<file path="src/rtl/fp32_arith_pipe.sv">
module fp32_arith_pipe (
  input  logic        clk,
  input  logic        rst_n,
  input  logic        in_valid,
  input  logic [31:0] a_in,
  input  logic [31:0] b_in,
  input  logic [1:0]  op_sel,
  input  logic [1:0]  rmode,
  output logic        out_valid,
  output logic [31:0] res,
  output logic [4:0]  exc
);
  localparam int W = 51;
  localparam logic [31:0] QNAN = 32'h7FC0_0000;

  // stage 1: unpack, special values, alignment
  logic [7:0]  ea, eb;
  logic [22:0] fa, fb;
  logic sa, sb, za, zb, ia, ib, na, nb, is_mul, swap;

  assign ea = a_in[30:23];
  assign eb = b_in[30:23];
  assign fa = a_in[22:0];
  assign fb = b_in[22:0];
  assign sa = a_in[31];
  assign sb = b_in[31] ^ (~op_sel[1] & op_sel[0]);
  assign za = (ea == 8'd0);
  assign zb = (eb == 8'd0);
  assign ia = (ea == 8'hFF) && (fa == 23'd0);
  assign ib = (eb == 8'hFF) && (fb == 23'd0);
  assign na = (ea == 8'hFF) && (fa != 23'd0);
  assign nb = (eb == 8'hFF) && (fb != 23'd0);
  assign is_mul = op_sel[1];
  assign swap = b_in[30:0] > a_in[30:0];

  logic        sp_c;
  logic [31:0] spr_c;
  logic [4:0]  spf_c;
  always_comb begin
    sp_c = 1'b1; spr_c = QNAN; spf_c = 5'd0;
    if (na | nb) spf_c[4] = (na & ~fa[22]) | (nb & ~fb[22]);
    else if (is_mul) begin
      if ((ia & zb) | (za & ib)) spf_c[4] = 1'b1;
      else if (ia | ib)          spr_c = {sa ^ sb, 8'hFF, 23'd0};
      else if (za | zb)          spr_c = {sa ^ sb, 31'd0};
      else                       sp_c = 1'b0;
    end else begin
      if (ia & ib & (sa != sb))  spf_c[4] = 1'b1;
      else if (ia)               spr_c = {sa, 8'hFF, 23'd0};
      else if (ib)               spr_c = {sb, 8'hFF, 23'd0};
      else if (za & zb)          spr_c = {(sa == sb) ? sa : (rmode == 2'b11), 31'd0};
      else if (za)               spr_c = {sb, b_in[30:0]};
      else if (zb)               spr_c = a_in;
      else                       sp_c = 1'b0;
    end
  end

  logic [7:0]   el, es, dexp;
  logic [23:0]  gl, gs;
  logic [W-1:0] xs, al;
  always_comb begin
    el = swap ? eb : ea;
    es = swap ? ea : eb;
    gl = {1'b1, swap ? fb : fa};
    gs = {1'b1, swap ? fa : fb};
    dexp = el - es;
    xs = {1'b0, gs, 26'd0};
    if (dexp > 8'd50) al = W'(1);
    else begin
      al = xs >> dexp;
      al[0] = al[0] | ((xs & ((W'(1) << dexp) - W'(1))) != '0);
    end
  end

  logic v1, v2, v3, mul1, sub1, s1, s2, s3, sp1, sp2, sp3;
  logic [1:0]  rm1, rm2, rm3;
  logic [31:0] spr1, spr2, spr3;
  logic [4:0]  spf1, spf2, spf3;
  logic signed [10:0] e1, e2, e3;
  logic [W-1:0] x1, y1, m2;
  logic [22:0] fr3;
  logic g3, st3, z3;

  always_ff @(posedge clk or negedge rst_n)
    if (!rst_n) begin
      v1 <= 1'b0; v2 <= 1'b0; v3 <= 1'b0;
    end else begin
      v1 <= in_valid; v2 <= v1; v3 <= v2;
    end

  always_ff @(posedge clk) begin
    mul1 <= is_mul; sub1 <= sa ^ sb; rm1 <= rmode;
    sp1 <= sp_c; spr1 <= spr_c; spf1 <= spf_c;
    s1 <= is_mul ? (sa ^ sb) : (swap ? sb : sa);
    e1 <= is_mul ? ({3'd0, ea} + {3'd0, eb} - 11'd127) : {3'd0, el};
    x1 <= is_mul ? {27'd0, 1'b1, fa} : {1'b0, gl, 26'd0};
    y1 <= is_mul ? {27'd0, 1'b1, fb} : al;
  end

  // stage 2: mantissa add, subtract or multiply
  logic [47:0] prod;
  assign prod = 48'(x1[23:0]) * 48'(y1[23:0]);

  always_ff @(posedge clk) begin
    s2 <= s1; e2 <= e1; rm2 <= rm1; sp2 <= sp1; spr2 <= spr1; spf2 <= spf1;
    m2 <= mul1 ? {prod, 3'd0} : (sub1 ? x1 - y1 : x1 + y1);
  end

  // stage 3: normalisation
  logic [5:0]   lead;
  logic [W-1:0] nm;
  always_comb begin
    lead = 6'd0;
    for (int i = 0; i < W; i++) if (m2[i]) lead = 6'(i);
  end
  assign nm = m2 << (6'd50 - lead);

  always_ff @(posedge clk) begin
    s3 <= s2; rm3 <= rm2; sp3 <= sp2; spr3 <= spr2; spf3 <= spf2;
    e3  <= e2 + 11'(lead) - 11'd49;
    z3  <= ~nm[50];
    fr3 <= nm[49:27];
    g3  <= nm[26];
    st3 <= |nm[25:0];
  end

  // stage 4: rounding, range check, packing
  logic inc, cy, nx, big;
  logic [22:0] fr;
  logic signed [10:0] ef;
  logic [31:0] r_c;
  logic [4:0]  f_c;

  always_comb
    case (rm3)
      2'b00:   inc = g3 & (st3 | fr3[0]);
      2'b01:   inc = 1'b0;
      2'b10:   inc = ~s3 & (g3 | st3);
      default: inc = s3 & (g3 | st3);
    endcase

  assign {cy, fr} = {1'b0, fr3} + 24'(inc);
  assign ef  = e3 + 11'(cy);
  assign nx  = g3 | st3;
  assign big = (rm3 == 2'b00) | ((rm3 == 2'b10) & ~s3) | ((rm3 == 2'b11) & s3);

  always_comb begin
    if (sp3)                   begin r_c = spr3; f_c = spf3; end
    else if (z3)               begin r_c = {rm3 == 2'b11, 31'd0}; f_c = 5'd0; end
    else if (ef >= 11'sd255)   begin
      r_c = big ? {s3, 8'hFF, 23'd0} : {s3, 8'hFE, 23'h7FFFFF};
      f_c = 5'b00101;
    end
    else if (ef < 11'sd1)      begin r_c = {s3, 31'd0}; f_c = 5'b00011; end
    else                       begin r_c = {s3, ef[7:0], fr}; f_c = {4'd0, nx}; end
  end

  always_ff @(posedge clk or negedge rst_n)
    if (!rst_n) begin
      out_valid <= 1'b0; res <= 32'd0; exc <= 5'd0;
    end else begin
      out_valid <= v3; res <= r_c; exc <= f_c;
    end

  // checks
  logic [2:0] warm;
  always_ff @(posedge clk or negedge rst_n)
    if (!rst_n) warm <= 3'd0;
    else if (warm != 3'd4) warm <= warm + 3'd1;

  a_r1_valid_delay: assert property (@(posedge clk) disable iff (!rst_n)
    (warm == 3'd4) |-> (out_valid == $past(in_valid, 4)));
  a_r7_canon_nan: assert property (@(posedge clk) disable iff (!rst_n)
    (out_valid && res[30:23] == 8'hFF && res[22:0] != 23'd0) |-> (res == QNAN));
  a_r7_invalid_nan: assert property (@(posedge clk) disable iff (!rst_n)
    (out_valid && exc[4]) |-> (res == QNAN));
  a_r5_no_subnormal: assert property (@(posedge clk) disable iff (!rst_n)
    (out_valid && res[30:23] == 8'd0) |-> (res[22:0] == 23'd0));
  a_r6_ovf_value: assert property (@(posedge clk) disable iff (!rst_n)
    (out_valid && exc[2]) |-> (exc[0] && (res[30:0] == 31'h7F800000 || res[30:0] == 31'h7F7FFFFF)));
endmodule

</file>
<file path="config.mk">
export PLATFORM = sky130hd
export DESIGN_NAME = fp32_arith_pipe
export DESIGN_NICKNAME = d
export VERILOG_FILES = /design/src/rtl/fp32_arith_pipe.sv
export SDC_FILE = /design/constraint.sdc
export NUM_CORES = 2
export LEC_CHECK = 0
export ABC_CLOCK_PERIOD_IN_PS = 9400
export CAP_MARGIN = 20
export CORE_ASPECT_RATIO = 0.7
export CORE_MARGIN = 5
export CORE_UTILIZATION = 45
export CTS_BUF_LIST = sky130_fd_sc_hd__clkbuf_16
export CTS_CLUSTER_DIAMETER = 120
export DETAILED_ROUTE_END_ITERATION = 10
export PLACE_DENSITY = 0.72
export SETUP_SLACK_MARGIN = 0.3
export SYNTH_ARGS = -nofsm -noshare
export SYNTH_HDL_FRONTEND = slang
export SYNTH_SLANG_ARGS = --single-unit
</file>
<file path="constraint.sdc">
create_clock -name clk -period 9.4 [get_ports clk]
set_input_delay 1.41 -clock clk [delete_from_list [all_inputs] [get_ports clk]]
set_output_delay 1.41 -clock clk [all_outputs]
set_load 0.1 [all_outputs]
</file>
==> results <==
- The run finished with clean final reports.
- During I/O placement, the number of pins put on the boundary was 109.
- Counting cells, the worst reg-to-reg path comes to 25.
- The average wire length per cell after detail routing is 21.9 um.
- Once the clock tree was built, the resizer swapped 0 gates to a different size.
- The floorplan step defined a die boundary enclosing 96300 um2.
- The weighted congestion at the end of routability-driven global placement is around 1.
- In this run the post-CTS setup repair buffer count came out at 0.
- The post-place setup slack is 898 ps.
- The pin count of the biggest net entering global routing is ~70.
- The static leakage is between 20 and 25 nW.
- The number of pins exceeding their max-slew limit in the final report came to 0.
- The starting density of the core is 0.452.
- Once placement finished, the instance area stood at 43000 um2.
- The H-tree was split into 2 levels.
- The share of the clock period used by the worst path is 0.919.
- The slew at the pin closest to its max-slew limit is ~1200 ps.
- The area share of the leading cell type in the synthesized netlist is 0.239.
- In this run the core area contains 92 standard-cell rows.
- The longest clock path from root to sink contains 3 buffers.
- The post-synth net total is 5627.
- For flop-to-flop paths, the worst setup slack is 760 ps.
- In the routed design, unresolved DRC markers number 0.
- The worst path setup slack after routing is 764 ps.
- The flip-flop and latch count after synthesis is 358.
- Timing would allow up to 116 MHz.
- The count of hold-fix buffers inserted at cts is 0.
- The launch point of the critical path is y1[8].
- The number of port buffers is 107.
- STA classifies the critical path startpoint as a register.
- The worst slew margin relative to its limit is 0.207.
- The share of total power dissipated in combinational logic is 0.695.
- The final period demand of the worst path is 8640 ps.
- The final layout contains 5629 nets.
- The kind of end point of the critical path is a register.
- The initial antenna violation count is 8.
- Along the worst path, the maximum fanout reaches 18.
- The post-synthesis instance total is 4779.
- Wires add up to approximately 130 mm.
- The cell sitting at the root of the clock tree is a sky130_fd_sc_hd__clkbuf_16.
- The routed via count is 35018.
- Summing all non-filler instances in the final layout gives an area of 44200 um2.
- The worst register-to-register path begins at y1[8].
- The die is 261 um tall.
- The global-route wire length before repair is 202 mm.
- In the post-synthesis netlist, the biggest area contributors are sky130_fd_sc_hd__fa_1 24%, sky130_fd_sc_hd__dfxtp_1 16%, sky130_fd_sc_hd__ha_1 9.0%.
- The die boundary width is 369 um.
- The tree built by TritonCTS fans out to 358 sinks.
- The area overhead of the layout relative to synthesis is 8.90%.
- Using the TritonRoute via totals, the vias-per-cell ratio works out to 5.85.
- The clock transition at the registers of the reported paths is 70 ps.
- The average size of a mapped cell is roughly 8.5 um2.
- At the worst endpoint, the required time is 9800 ps.
- The classification of the worst-slack hold path is reg2reg.
- In this run the worst setup path terminates at m2[50].
- After routing, the total negative slack on setup checks comes to 0 ps.
- The portion of total power attributed to the clock network is 0.117.
- Setup repair after global routing left no endpoint under its margin.
- The residual antenna-violating net count after detailed routing is 0.
- The register area share after synthesis is 0.182.
- The via count of the first global-routing pass is 33508.
- The total net switching power is 6.16 mW.
- The internal power of the cells totals 5.69 mW.
- The clock arrives with 32.7 ps of skew.
- Of all flip-flops after synthesis, the portion carrying an async set or reset was 0.112.
- The number of clock buffers added by TritonCTS is 34.
- Dividing total power by cell area gives a power density of 268 nW/um2.
- The number of hold violations in the final report is 0.
- The number of synthesized flops with an enable pin is 0.
- The area of the placeable core is around 90000 um2.
- The largest area contributor in the netlist is sky130_fd_sc_hd__fa_1.
- In the global route stage, overall resource usage came out at 0.268.
- Of the cells placed in the final design, the portion with a size suffix greater than 1 is 0.0485.
- The total number of yosys warnings is 0.
- The first detailed-routing pass took 7 iterations.
- The post-synthesis cell type count is 93.
- The setup path with the least slack is of type reg2reg.
- The leading register cell type out of synthesis is sky130_fd_sc_hd__dfxtp_1.
- The worst-skew pair later-pin latency is 540 ps.
- The CTS tree is yes.
- The first routing iteration left ~3900 violations.
- The tool flagged a number of max-cap violations equal to 0.
- The arrival time of data at the critical path endpoint is between 9000 and 10000 ps.
- In this run the cell area of the synthesized design comes to 40600 um2.
- In this run the critical register-to-register path is captured at m2[50].
- The total grt overflow is 0.
- The setup violation total in the final timing report is 0.
- The sequential fraction of design power is 0.188.
- The maximum vdd drop is 259 uV.
- The net switching share of the total power is 0.520.
- Summed over all nets, the half-perimeter wirelength after detailed placement is between 100 and 150 mm.
[area by class of cell]
cell class                      instances  area, um2
Clock buffer                           34        851
Antenna cell                            5       12.5
Fill cell                            8411      45500
Inverter                              603       2260
Multi-Input combinational cell       3569      30000
Sequential cell                       358       7370
Tap cell                             1175       1470
Clock inverter                         27        250
Timing Repair Buffer                  215       1920
[metrics by stage]
stage | hold WS [ps] | instances | power, mW | utilization
after floorplan | 310 | 4779 | 7.94 | -
after global routing | 329 | 5981 | 12.7 | 0.492
final | 314 | 5986 | 11.9 | 0.493
after CTS | 311 | 5978 | 11.7 | 0.492
after detailed placement | 312 | 5917 | 10.2 | 0.479
after global placement | 310 | 5917 | 10.2 | 0.479
[layer usage]
layer,vias to the layer above,GRT usage,share of wire
met5,-,0,0.00050
met4,10,0.0545,0.023
met3,236,0.0707,0.12
met2,1832,0.378,0.40
met1,17204,0.411,0.45
li1,15736,-,-
[cell families after synthesis]
family / Yosys count / share of synthesized area
XOR/XNOR: 178 / 0.0388
multiplexers: 241 / 0.0635
buffers and inverters: 852 / 0.0801
AND/OR/NAND/NOR: 1576 / 0.180
AO/OA/AOI/OAI: 796 / 0.127
other: 1 / 0.0000925
flip-flops: 358 / 0.182
adder cells (fa/ha/maj): 777 / 0.329
[cells in the mapped netlist (27+ instances only)]
| master | n |
|---|---|
| sky130_fd_sc_hd__and3_1 | 31 |
| sky130_fd_sc_hd__nor2_1 | 298 |
| sky130_fd_sc_hd__o21ai_0 | 155 |
| sky130_fd_sc_hd__ha_1 | 292 |
| sky130_fd_sc_hd__nand2b_1 | 29 |
| sky130_fd_sc_hd__a31oi_1 | 33 |
| sky130_fd_sc_hd__a22o_1 | 43 |
| sky130_fd_sc_hd__a211oi_1 | 39 |
| sky130_fd_sc_hd__inv_1 | 599 |
| sky130_fd_sc_hd__a21o_1 | 37 |
| sky130_fd_sc_hd__buf_1 | 48 |
| sky130_fd_sc_hd__xnor2_1 | 122 |
| sky130_fd_sc_hd__nand2_1 | 699 |
| sky130_fd_sc_hd__mux2i_1 | 220 |
| sky130_fd_sc_hd__xor2_1 | 54 |
| sky130_fd_sc_hd__nor3_1 | 64 |
| sky130_fd_sc_hd__a21oi_1 | 263 |
| sky130_fd_sc_hd__nor4_1 | 43 |
| sky130_fd_sc_hd__o31ai_1 | 27 |
| sky130_fd_sc_hd__clkbuf_1 | 172 |
| sky130_fd_sc_hd__nand3_1 | 90 |
| sky130_fd_sc_hd__dfrtp_1 | 40 |
| sky130_fd_sc_hd__and2_1 | 208 |
| sky130_fd_sc_hd__fa_1 | 485 |
| sky130_fd_sc_hd__dfxtp_1 | 318 |
[registers in the layout (all words and copies together), names as in the netlist, 2 cells and up]
signal / cells
exc: 4
m2: 51
spr2: 32
rm1: 2
y1: 50
res: 32
e3: 11
spr3: 32
rm3: 2
e2: 10
fr3: 23
x1: 48
e1: 10
spr1: 32
rm2: 2
[worst max-delay path, cell delays in order (launching register included)]
cell and delay [ps]:
sky130_fd_sc_hd__dfxtp_1 1100, sky130_fd_sc_hd__nand2_1 190, sky130_fd_sc_hd__fa_1 550, sky130_fd_sc_hd__fa_1 520, sky130_fd_sc_hd__inv_1 50, sky130_fd_sc_hd__fa_1 530, sky130_fd_sc_hd__ha_1 140, sky130_fd_sc_hd__inv_1 60
sky130_fd_sc_hd__fa_1 530, sky130_fd_sc_hd__inv_1 50, sky130_fd_sc_hd__fa_1 460, sky130_fd_sc_hd__fa_1 510, sky130_fd_sc_hd__ha_1 380, sky130_fd_sc_hd__o21a_1 210, sky130_fd_sc_hd__o21ai_0 370, sky130_fd_sc_hd__o31ai_1 280
sky130_fd_sc_hd__o32a_1 500, sky130_fd_sc_hd__and4_1 290, sky130_fd_sc_hd__o31ai_1 340, sky130_fd_sc_hd__o211a_1 230, sky130_fd_sc_hd__a21oi_1 140, sky130_fd_sc_hd__a31o_2 290, sky130_fd_sc_hd__a31o_2 240, sky130_fd_sc_hd__a211oi_1 280
sky130_fd_sc_hd__xnor2_1 150, sky130_fd_sc_hd__a21oi_1 90
[power by group through the flow]
| stage | clock (mW) | combinational (mW) | sequential, mW |
|---|---|---|---|
| after floorplan | 0 | 5.42 | 2.52 |
| after global placement | 0 | 7.92 | 2.24 |
| after detailed placement | 0 | 7.97 | 2.25 |
| after CTS | 1.41 | 8.05 | 2.22 |
| after global routing | 1.48 | 8.95 | 2.26 |
| final | 1.39 | 8.23 | 2.23 |
[cell usage in the layout, fill, tap and decap left out, types with 10 or more instances in the layout]
cell / n
sky130_fd_sc_hd__or3_1: 15
sky130_fd_sc_hd__a21o_1: 37
sky130_fd_sc_hd__nor4_1: 43
sky130_fd_sc_hd__a31oi_1: 33
sky130_fd_sc_hd__mux2i_1: 220
sky130_fd_sc_hd__inv_1: 610
sky130_fd_sc_hd__a22oi_1: 12
sky130_fd_sc_hd__dfrtp_1: 40
sky130_fd_sc_hd__nand2b_1: 29
sky130_fd_sc_hd__o31ai_1: 27
sky130_fd_sc_hd__xor2_1: 53
sky130_fd_sc_hd__o21a_1: 23
sky130_fd_sc_hd__buf_4: 105
sky130_fd_sc_hd__and2_1: 208
sky130_fd_sc_hd__nor2_1: 298
sky130_fd_sc_hd__clkbuf_16: 34
sky130_fd_sc_hd__ha_1: 292
sky130_fd_sc_hd__nor3_1: 63
sky130_fd_sc_hd__or2_2: 12
sky130_fd_sc_hd__a211oi_1: 39
sky130_fd_sc_hd__nand2_1: 699
sky130_fd_sc_hd__o21bai_1: 18
sky130_fd_sc_hd__clkdlybuf4s50_1: 105
sky130_fd_sc_hd__nor2b_1: 22
sky130_fd_sc_hd__xnor2_1: 118
sky130_fd_sc_hd__o22ai_1: 14
sky130_fd_sc_hd__o21ai_0: 155
sky130_fd_sc_hd__nand4_1: 25
sky130_fd_sc_hd__mux4_2: 12
sky130_fd_sc_hd__a22o_1: 43
sky130_fd_sc_hd__nand3_1: 90
sky130_fd_sc_hd__a221o_1: 10
sky130_fd_sc_hd__o211ai_1: 22
sky130_fd_sc_hd__dfxtp_1: 316
sky130_fd_sc_hd__fa_1: 485
sky130_fd_sc_hd__a21oi_1: 263
sky130_fd_sc_hd__and3_1: 31
sky130_fd_sc_hd__a221oi_1: 10
[how the worst min path moves through the flow]
stage / start / end / slack [ps] / cells after the start
3_5_place_dp: sp1 / sp2 / 310 / 0
4_1_cts: spr1[20] / spr2[20] / 310 / 0
3_3_place_gp: spr2[3] / spr3[3] / 310 / 0
6_report: spr1[20] / spr2[20] / 310 / 0
2_1_floorplan: e1[0] / e2[0] / 310 / 0
5_1_grt: spr2[17] / spr3[17] / 330 / 0
Note: power is estimated with default switching activity, not from simulation.
